--- src/rtl/can_stat_pkg.sv ---
package can_stat_pkg;

    localparam int LEC_W = 3;
    localparam int TXF_W = 8;
    localparam int RXF_W = 7;

    localparam logic [1:0] ADDR_CTRL = 2'd0;
    localparam logic [1:0] ADDR_STAT = 2'd1;
    localparam logic [1:0] ADDR_ECNT = 2'd2;
    localparam logic [1:0] ADDR_PEND = 2'd3;

    localparam int CTRL_SIE  = 0;
    localparam int CTRL_EIE  = 1;
    localparam int STAT_TXOK = 3;
    localparam int STAT_RXOK = 4;

    typedef struct packed {
        logic [LEC_W-1:0] lec;
        logic             txok;
        logic             rxok;
        logic             sie;
        logic             eie;
        logic             pend;
    } host_regs_t;

endpackage

--- src/rtl/can_err_level.sv ---
module can_err_level
    import can_stat_pkg::*;
#(
    parameter int CNT_W     = 9,
    parameter int WARN_LIM  = 96,
    parameter int PASS_LIM  = 128,
    parameter int BOFF_LIM  = 255
) (
    input  logic             clk,
    input  logic             rst_n,
    input  logic [CNT_W-1:0] tx_cnt_i,
    input  logic [CNT_W-1:0] rx_cnt_i,
    output logic             warn_o,
    output logic             epass_o,
    output logic             boff_o,
    output logic             rx_pass_o,
    output logic [TXF_W-1:0] tx_field_o,
    output logic [RXF_W-1:0] rx_field_o,
    output logic             lvl_chg_o
);

    localparam logic [CNT_W-1:0] WARN_V = CNT_W'(WARN_LIM);
    localparam logic [CNT_W-1:0] PASS_V = CNT_W'(PASS_LIM);
    localparam logic [CNT_W-1:0] BOFF_V = CNT_W'(BOFF_LIM);
    localparam logic [CNT_W-1:0] TXMAX  = CNT_W'((1 << TXF_W) - 1);
    localparam logic [CNT_W-1:0] RXMAX  = CNT_W'((1 << RXF_W) - 1);

    typedef struct packed {
        logic [CNT_W-1:0] tx;
        logic [CNT_W-1:0] rx;
    } cnt_t;

    cnt_t cnt_d, cnt_q;
    logic warn_nx, boff_nx;

    always_comb begin
        cnt_d    = cnt_q;
        cnt_d.tx = tx_cnt_i;
        cnt_d.rx = rx_cnt_i;
        warn_nx  = (tx_cnt_i >= WARN_V) || (rx_cnt_i >= WARN_V);
        boff_nx  = (tx_cnt_i > BOFF_V);
    end

    always_ff @(posedge clk or negedge rst_n) begin
        if (!rst_n) cnt_q <= '0;
        else        cnt_q <= cnt_d;
    end

    assign warn_o    = (cnt_q.tx >= WARN_V) || (cnt_q.rx >= WARN_V);
    assign epass_o   = (cnt_q.tx >= PASS_V) || (cnt_q.rx >= PASS_V);
    assign boff_o    = (cnt_q.tx > BOFF_V);
    assign rx_pass_o = (cnt_q.rx >= PASS_V);
    assign lvl_chg_o = (warn_nx != warn_o) || (boff_nx != boff_o);

    generate
        if (CNT_W > TXF_W) begin : g_tx_sat
            assign tx_field_o = (cnt_q.tx > TXMAX) ? '1 : cnt_q.tx[TXF_W-1:0];
        end else begin : g_tx_ext
            assign tx_field_o = TXF_W'(cnt_q.tx);
        end
        if (CNT_W > RXF_W) begin : g_rx_sat
            assign rx_field_o = (cnt_q.rx > RXMAX) ? '1 : cnt_q.rx[RXF_W-1:0];
        end else begin : g_rx_ext
            assign rx_field_o = RXF_W'(cnt_q.rx);
        end
    endgenerate

    AST_WARN_SET: assert property (@(posedge clk) disable iff (!rst_n)
        ($past(rst_n) && (($past(tx_cnt_i) >= WARN_V) || ($past(rx_cnt_i) >= WARN_V))) |-> warn_o);
    AST_WARN_CLR: assert property (@(posedge clk) disable iff (!rst_n)
        ($past(rst_n) && ($past(tx_cnt_i) < WARN_V) && ($past(rx_cnt_i) < WARN_V)) |-> !warn_o);
    AST_BOFF_SAT: assert property (@(posedge clk) disable iff (!rst_n)
        ($past(rst_n) && ($past(tx_cnt_i) > BOFF_V)) |-> (boff_o && epass_o && (tx_field_o == '1)));
    AST_RX_PASS: assert property (@(posedge clk) disable iff (!rst_n)
        ($past(rst_n) && ($past(rx_cnt_i) >= PASS_V)) |-> (rx_pass_o && (rx_field_o == '1)));

endmodule

--- src/rtl/can_stat_regs.sv ---
module can_stat_regs
    import can_stat_pkg::*;
(
    input  logic             clk,
    input  logic             rst_n,
    input  logic             rx_ok_i,
    input  logic             tx_ok_i,
    input  logic             lec_upd_i,
    input  logic [LEC_W-1:0] lec_i,
    input  logic             lvl_chg_i,
    input  logic             warn_i,
    input  logic             epass_i,
    input  logic             boff_i,
    input  logic             rx_pass_i,
    input  logic [TXF_W-1:0] tx_field_i,
    input  logic [RXF_W-1:0] rx_field_i,
    input  logic             bus_rd_i,
    input  logic             bus_wr_i,
    input  logic [1:0]       bus_addr_i,
    input  logic [31:0]      bus_wdata_i,
    output logic [31:0]      bus_rdata_o,
    output logic             irq_o
);

    host_regs_t r_d, r_q;
    logic stat_rd, stat_wr, ctrl_wr, any_evt, set_pend;
    logic wdata_unused;

    assign wdata_unused = ^bus_wdata_i[31:5];

    always_comb begin
        r_d      = r_q;
        stat_rd  = bus_rd_i && (bus_addr_i == ADDR_STAT);
        stat_wr  = bus_wr_i && (bus_addr_i == ADDR_STAT);
        ctrl_wr  = bus_wr_i && (bus_addr_i == ADDR_CTRL);
        any_evt  = rx_ok_i || tx_ok_i || lec_upd_i;
        set_pend = (r_q.sie && any_evt) || (r_q.eie && lvl_chg_i);

        if (ctrl_wr) begin
            r_d.sie = bus_wdata_i[CTRL_SIE];
            r_d.eie = bus_wdata_i[CTRL_EIE];
        end
        if (stat_wr) begin
            r_d.lec  = bus_wdata_i[LEC_W-1:0];
            r_d.txok = bus_wdata_i[STAT_TXOK];
            r_d.rxok = bus_wdata_i[STAT_RXOK];
        end
        if (rx_ok_i)   r_d.rxok = 1'b1;
        if (tx_ok_i)   r_d.txok = 1'b1;
        if (lec_upd_i) r_d.lec  = lec_i;

        if (stat_rd)  r_d.pend = 1'b0;
        if (set_pend) r_d.pend = 1'b1;
    end

    always_ff @(posedge clk or negedge rst_n) begin
        if (!rst_n) r_q <= '0;
        else        r_q <= r_d;
    end

    always_comb begin
        unique case (bus_addr_i)
            ADDR_CTRL: bus_rdata_o = {30'd0, r_q.eie, r_q.sie};
            ADDR_STAT: bus_rdata_o = {24'd0, boff_i, warn_i, epass_i,
                                      r_q.rxok, r_q.txok, r_q.lec};
            ADDR_ECNT: bus_rdata_o = {16'd0, rx_pass_i, rx_field_i, tx_field_i};
            default:   bus_rdata_o = {31'd0, r_q.pend};
        endcase
    end

    assign irq_o = r_q.pend;

    AST_PEND_CAUSE: assert property (@(posedge clk) disable iff (!rst_n)
        $rose(irq_o) |-> $past((r_q.sie && (rx_ok_i || tx_ok_i || lec_upd_i)) || (r_q.eie && lvl_chg_i)));
    AST_RD_CLEAR: assert property (@(posedge clk) disable iff (!rst_n)
        $past(stat_rd && !set_pend) |-> !irq_o);
    AST_RXOK_HW: assert property (@(posedge clk) disable iff (!rst_n)
        ($past(rst_n) && $past(rx_ok_i)) |-> r_q.rxok);
    AST_RXOK_HOLD: assert property (@(posedge clk) disable iff (!rst_n)
        $past(r_q.rxok && !(stat_wr && !bus_wdata_i[STAT_RXOK])) |-> r_q.rxok);
    AST_BUS_EXCL: assert property (@(posedge clk) disable iff (!rst_n)
        !(bus_rd_i && bus_wr_i));

endmodule

--- src/rtl/can_stat_irq.sv ---
module can_stat_irq
    import can_stat_pkg::*;
#(
    parameter int CNT_W    = 9,
    parameter int WARN_LIM = 96,
    parameter int PASS_LIM = 128,
    parameter int BOFF_LIM = 255
) (
    input  logic             clk,
    input  logic             rst_n,
    input  logic [CNT_W-1:0] tx_cnt_i,
    input  logic [CNT_W-1:0] rx_cnt_i,
    input  logic             rx_ok_i,
    input  logic             tx_ok_i,
    input  logic             lec_upd_i,
    input  logic [2:0]       lec_i,
    input  logic             bus_rd_i,
    input  logic             bus_wr_i,
    input  logic [1:0]       bus_addr_i,
    input  logic [31:0]      bus_wdata_i,
    output logic [31:0]      bus_rdata_o,
    output logic             irq_o
);

    logic             warn, epass, boff, rx_pass, lvl_chg;
    logic [TXF_W-1:0] tx_field;
    logic [RXF_W-1:0] rx_field;

    can_err_level #(
        .CNT_W    (CNT_W),
        .WARN_LIM (WARN_LIM),
        .PASS_LIM (PASS_LIM),
        .BOFF_LIM (BOFF_LIM)
    ) lvl_i (
        .clk        (clk),
        .rst_n      (rst_n),
        .tx_cnt_i   (tx_cnt_i),
        .rx_cnt_i   (rx_cnt_i),
        .warn_o     (warn),
        .epass_o    (epass),
        .boff_o     (boff),
        .rx_pass_o  (rx_pass),
        .tx_field_o (tx_field),
        .rx_field_o (rx_field),
        .lvl_chg_o  (lvl_chg)
    );

    can_stat_regs regs_i (
        .clk         (clk),
        .rst_n       (rst_n),
        .rx_ok_i     (rx_ok_i),
        .tx_ok_i     (tx_ok_i),
        .lec_upd_i   (lec_upd_i),
        .lec_i       (lec_i),
        .lvl_chg_i   (lvl_chg),
        .warn_i      (warn),
        .epass_i     (epass),
        .boff_i      (boff),
        .rx_pass_i   (rx_pass),
        .tx_field_i  (tx_field),
        .rx_field_i  (rx_field),
        .bus_rd_i    (bus_rd_i),
        .bus_wr_i    (bus_wr_i),
        .bus_addr_i  (bus_addr_i),
        .bus_wdata_i (bus_wdata_i),
        .bus_rdata_o (bus_rdata_o),
        .irq_o       (irq_o)
    );

endmodule

--- config.mk ---
export PLATFORM = sky130hd
export DESIGN_NAME = can_stat_irq
export DESIGN_NICKNAME = d
export VERILOG_FILES = /design/src/rtl/can_stat_pkg.sv /design/src/rtl/can_err_level.sv /design/src/rtl/can_stat_regs.sv /design/src/rtl/can_stat_irq.sv
export SDC_FILE = /design/constraint.sdc
export NUM_CORES = 1
export LEC_CHECK = 0
export ABC_CLOCK_PERIOD_IN_PS = 2300
export CORE_AREA = 3 3 67 69
export CTS_BUF_LIST = sky130_fd_sc_hd__clkbuf_8 sky130_fd_sc_hd__clkbuf_16
export DETAILED_ROUTE_END_ITERATION = 7
export DIE_AREA = 0 0 70 72
export GPL_ROUTABILITY_DRIVEN = 1
export PLACE_DENSITY = 0.74
export SYNTH_ARGS = -nofsm -noshare
export SYNTH_HDL_FRONTEND = slang
export SYNTH_HIERARCHICAL = 1
export SYNTH_SLANG_ARGS = --single-unit
--- constraint.sdc ---
create_clock -name clk -period 2.3 [get_ports clk]
set_clock_uncertainty 0.05 [all_clocks]
set_input_delay 0.46 -clock clk [delete_from_list [all_inputs] [get_ports clk]]
set_output_delay 0.46 -clock clk [all_outputs]
set_load 0.01 [all_outputs]
==> results.cfg <==
[final_layout]
syn_to_final_growth_pct = 45.09
drive_gt1_share_pct = 26.63
layout.nets = 232
final_cells = 219
final_area_mm2 = 0.001904
antenna_cells = 0
fin_util_pct = 47.95

[global_route]
grt_util_all_layers_pct = 11.58
grt_max_degree = 27
met2_usage_pct = 20.36
grt_use_met1_pct = 13.16
grt-busiest-layer = met2
grt_pass1_wl_mm = 4.705
overflow = 0
grt_pass1_vias = 1047
use_met3_pct = 4.986
grt_antenna_before_repair = 0

[floorplan]
fp.dieH_um = 72
design.core.area_mm2 = 0.003971
dieArea_mm2 = 0.005040
initial_utilization_pct = 33.05
die_w_um = 70
ios = 95
rows = 23

[drt]
drt_pass1_iterations = 4
drt_iter0_markers = 56
vias = 988
vias_per_cell = 4.511
ant_nets = 0
finalWirelength_mm = 2.820
avgRoutedWirePerCell_um = 12.88
drc = 0

[placed_design]
dpl.cell_count = 214
place_congestion = 0.8813
port_buffers = 51
place_hpwl_mm = 2.372
dpl_cell_area_mm2 = 0.001869

[synth]
ys_seq_area_share_pct = 49.57
ys_ff_latch = 26
synth_top_area_share_pct = 49.57
yosys_warnings = 6
syn_avg_cell_area_um2 = 12.04
syn_inst = 109
syn_area_mm2 = 0.001313
synth_edf_count = 0
synth-main-ff-cell = dfrtp_1
ys_top_cells_by_count = dfrtp_1, buf_4, or2_2, and2_1, or3_2
synth_area_leader_cell = dfrtp_1
ys_async_sr_fraction_pct = 100.0
synth_area_leaders = dfrtp_1, buf_4, or2_2
yosysUniqueCellTypes = 31
yosysMostFrequentCell = dfrtp_1

[clock_network]
clk_pin_slew_ns = 0.08
clock_latency_ns = 0.26
clock_path_buffers = 2
cts.root.buffer_cell = clkbuf_8
htreeDepth = 1
tritoncts = built
cts_num_sinks = 26
cts_buffers = 3
cts_hold_buffers = 0

[critical_path]
worstSetupEndpointType = output port
reg2reg_slack_ns = 0.43
cp_cell_sequence = or4_4 -> or2_4 -> a22o_1 -> buf_2
crit_slowest_cell = or4_4
required_ns = 1.79
cp.arrival_ns = 1.72
cp_max_fo = 2
cp_slowest_stage_delay_ns = 0.53
start_kind = register
crit_type = register to output port

[sta]
timing.fmax_mhz = 448.9
hold_ws_ns = 0.4796
slew_viol_final = 0
fin_crit_sh_pct = 96.85
setup_tns_ns = 0
finalCriticalPeriod_ns = 2.228
finalSetupViolCount = 0
hold_viol = 0
grt_setup_unrepaired = no

[status]
status = completed

[power_and_ir_drop]
peakVddDrop_uv = 299.2
power_leakage_nw = 0.8599
power_density_mw_per_mm2 = 533.8

[hold_path]
worstHoldPathType = register to register

[run]
drv_cap = 0
sequential cells by signal, summed over array words and instances (netlist names):
register,count
regs_i/r_q,7
regs_i/irq_o,1
lvl_i/cnt_q,18
where the power goes:
| part | internal [W] | switching [W] |
|---|---|---|
| clock network | 0.000152 | 0.000129 |
| logic | 0.000137 | 0.0000931 |
| registers | 0.000488 | 0.0000168 |
| total | 0.000777 | 0.000239 |
final timing paths:
check / startpoint / endpoint / depth (start not counted)
hold / removal: regs_i/r_q[4] / regs_i/r_q[4] / 2
setup reg to reg: lvl_i/cnt_q[16] / regs_i/irq_o / 5
setup / recovery: lvl_i/cnt_q[16] / bus_rdata_o[6] / 4
max in group asynchronous: rst_n / lvl_i/cnt_q[4] / 2
min in group asynchronous: rst_n / lvl_i/cnt_q[11] / 2
hold reg to reg: regs_i/r_q[4] / regs_i/r_q[4] / 2
layout make-up:
| cell class | instances | area (um2) |
|---|---|---|
| Tap cell | 50 | 62.56 |
| Clock buffer | 4 | 55.05 |
| Timing Repair Buffer | 61 | 553.0 |
| Sequential cell | 26 | 650.6 |
| Multi-Input combinational cell | 78 | 583.1 |
| Fill cell | 378 | 2067 |
worst max-delay path, delay by kind of cell, from the launching register on:
| family | cells | cell delay [ns] |
|---|---|---|
| buf+inv | 1 | 0.13 |
| compound gates | 1 | 0.19 |
| simple gates | 2 | 0.76 |
| flops | 1 | 0.38 |
stage by stage:
step,worst slack (ns),total power (W)
5_1_grt,0.002612,0.001068
6_report,0.07238,0.001016
3_5_place_dp,-0.4840,0.0007610
2_1_floorplan,0.3100,0.0006320
3_3_place_gp,-0.4536,0.0007537
4_1_cts,0.01934,0.001031
layout by cell type (no fill, tap or decap), drive strengths merged, types with 2 or more instances in the layout:
cell and instances:
and2 8, clkdlybuf4s15 3, clkbuf 6, dfrtp 26, nand2b 2, mux2i 3, nand2 2, or3 7
buf 12, mux2 8, a22o 7, dlygate4sd2 10, clkdlybuf4s50 34, conb 16, or2 10
metal layers:
metal	routed length, um	vias up
li1	-	466
met1	1072	466
met2	1397	54
met3	335	2
met4	13	0
met5	0	-
cell families (layout without fill, tap and decap cells):
group	after synthesis	count (layout)	synth area share, %
compound gates	13	13	8.389
xor+xnor	1	1	0.6674
buf+inv	20	65	10.68
flops	26	26	49.57
mux	12	12	11.44
other cells	1	16	0.2857
simple gates	36	36	18.97
repair_timing:
| action | CTS | global route |
|---|---|---|
| resized for setup | 27 | 7 |
| setup endpoints to repair | 16 | 6 |
| pin swaps | 0 | 2 |
| buffers inserted | 1 | 0 |
Note: power is estimated with default switching activity, not from simulation.
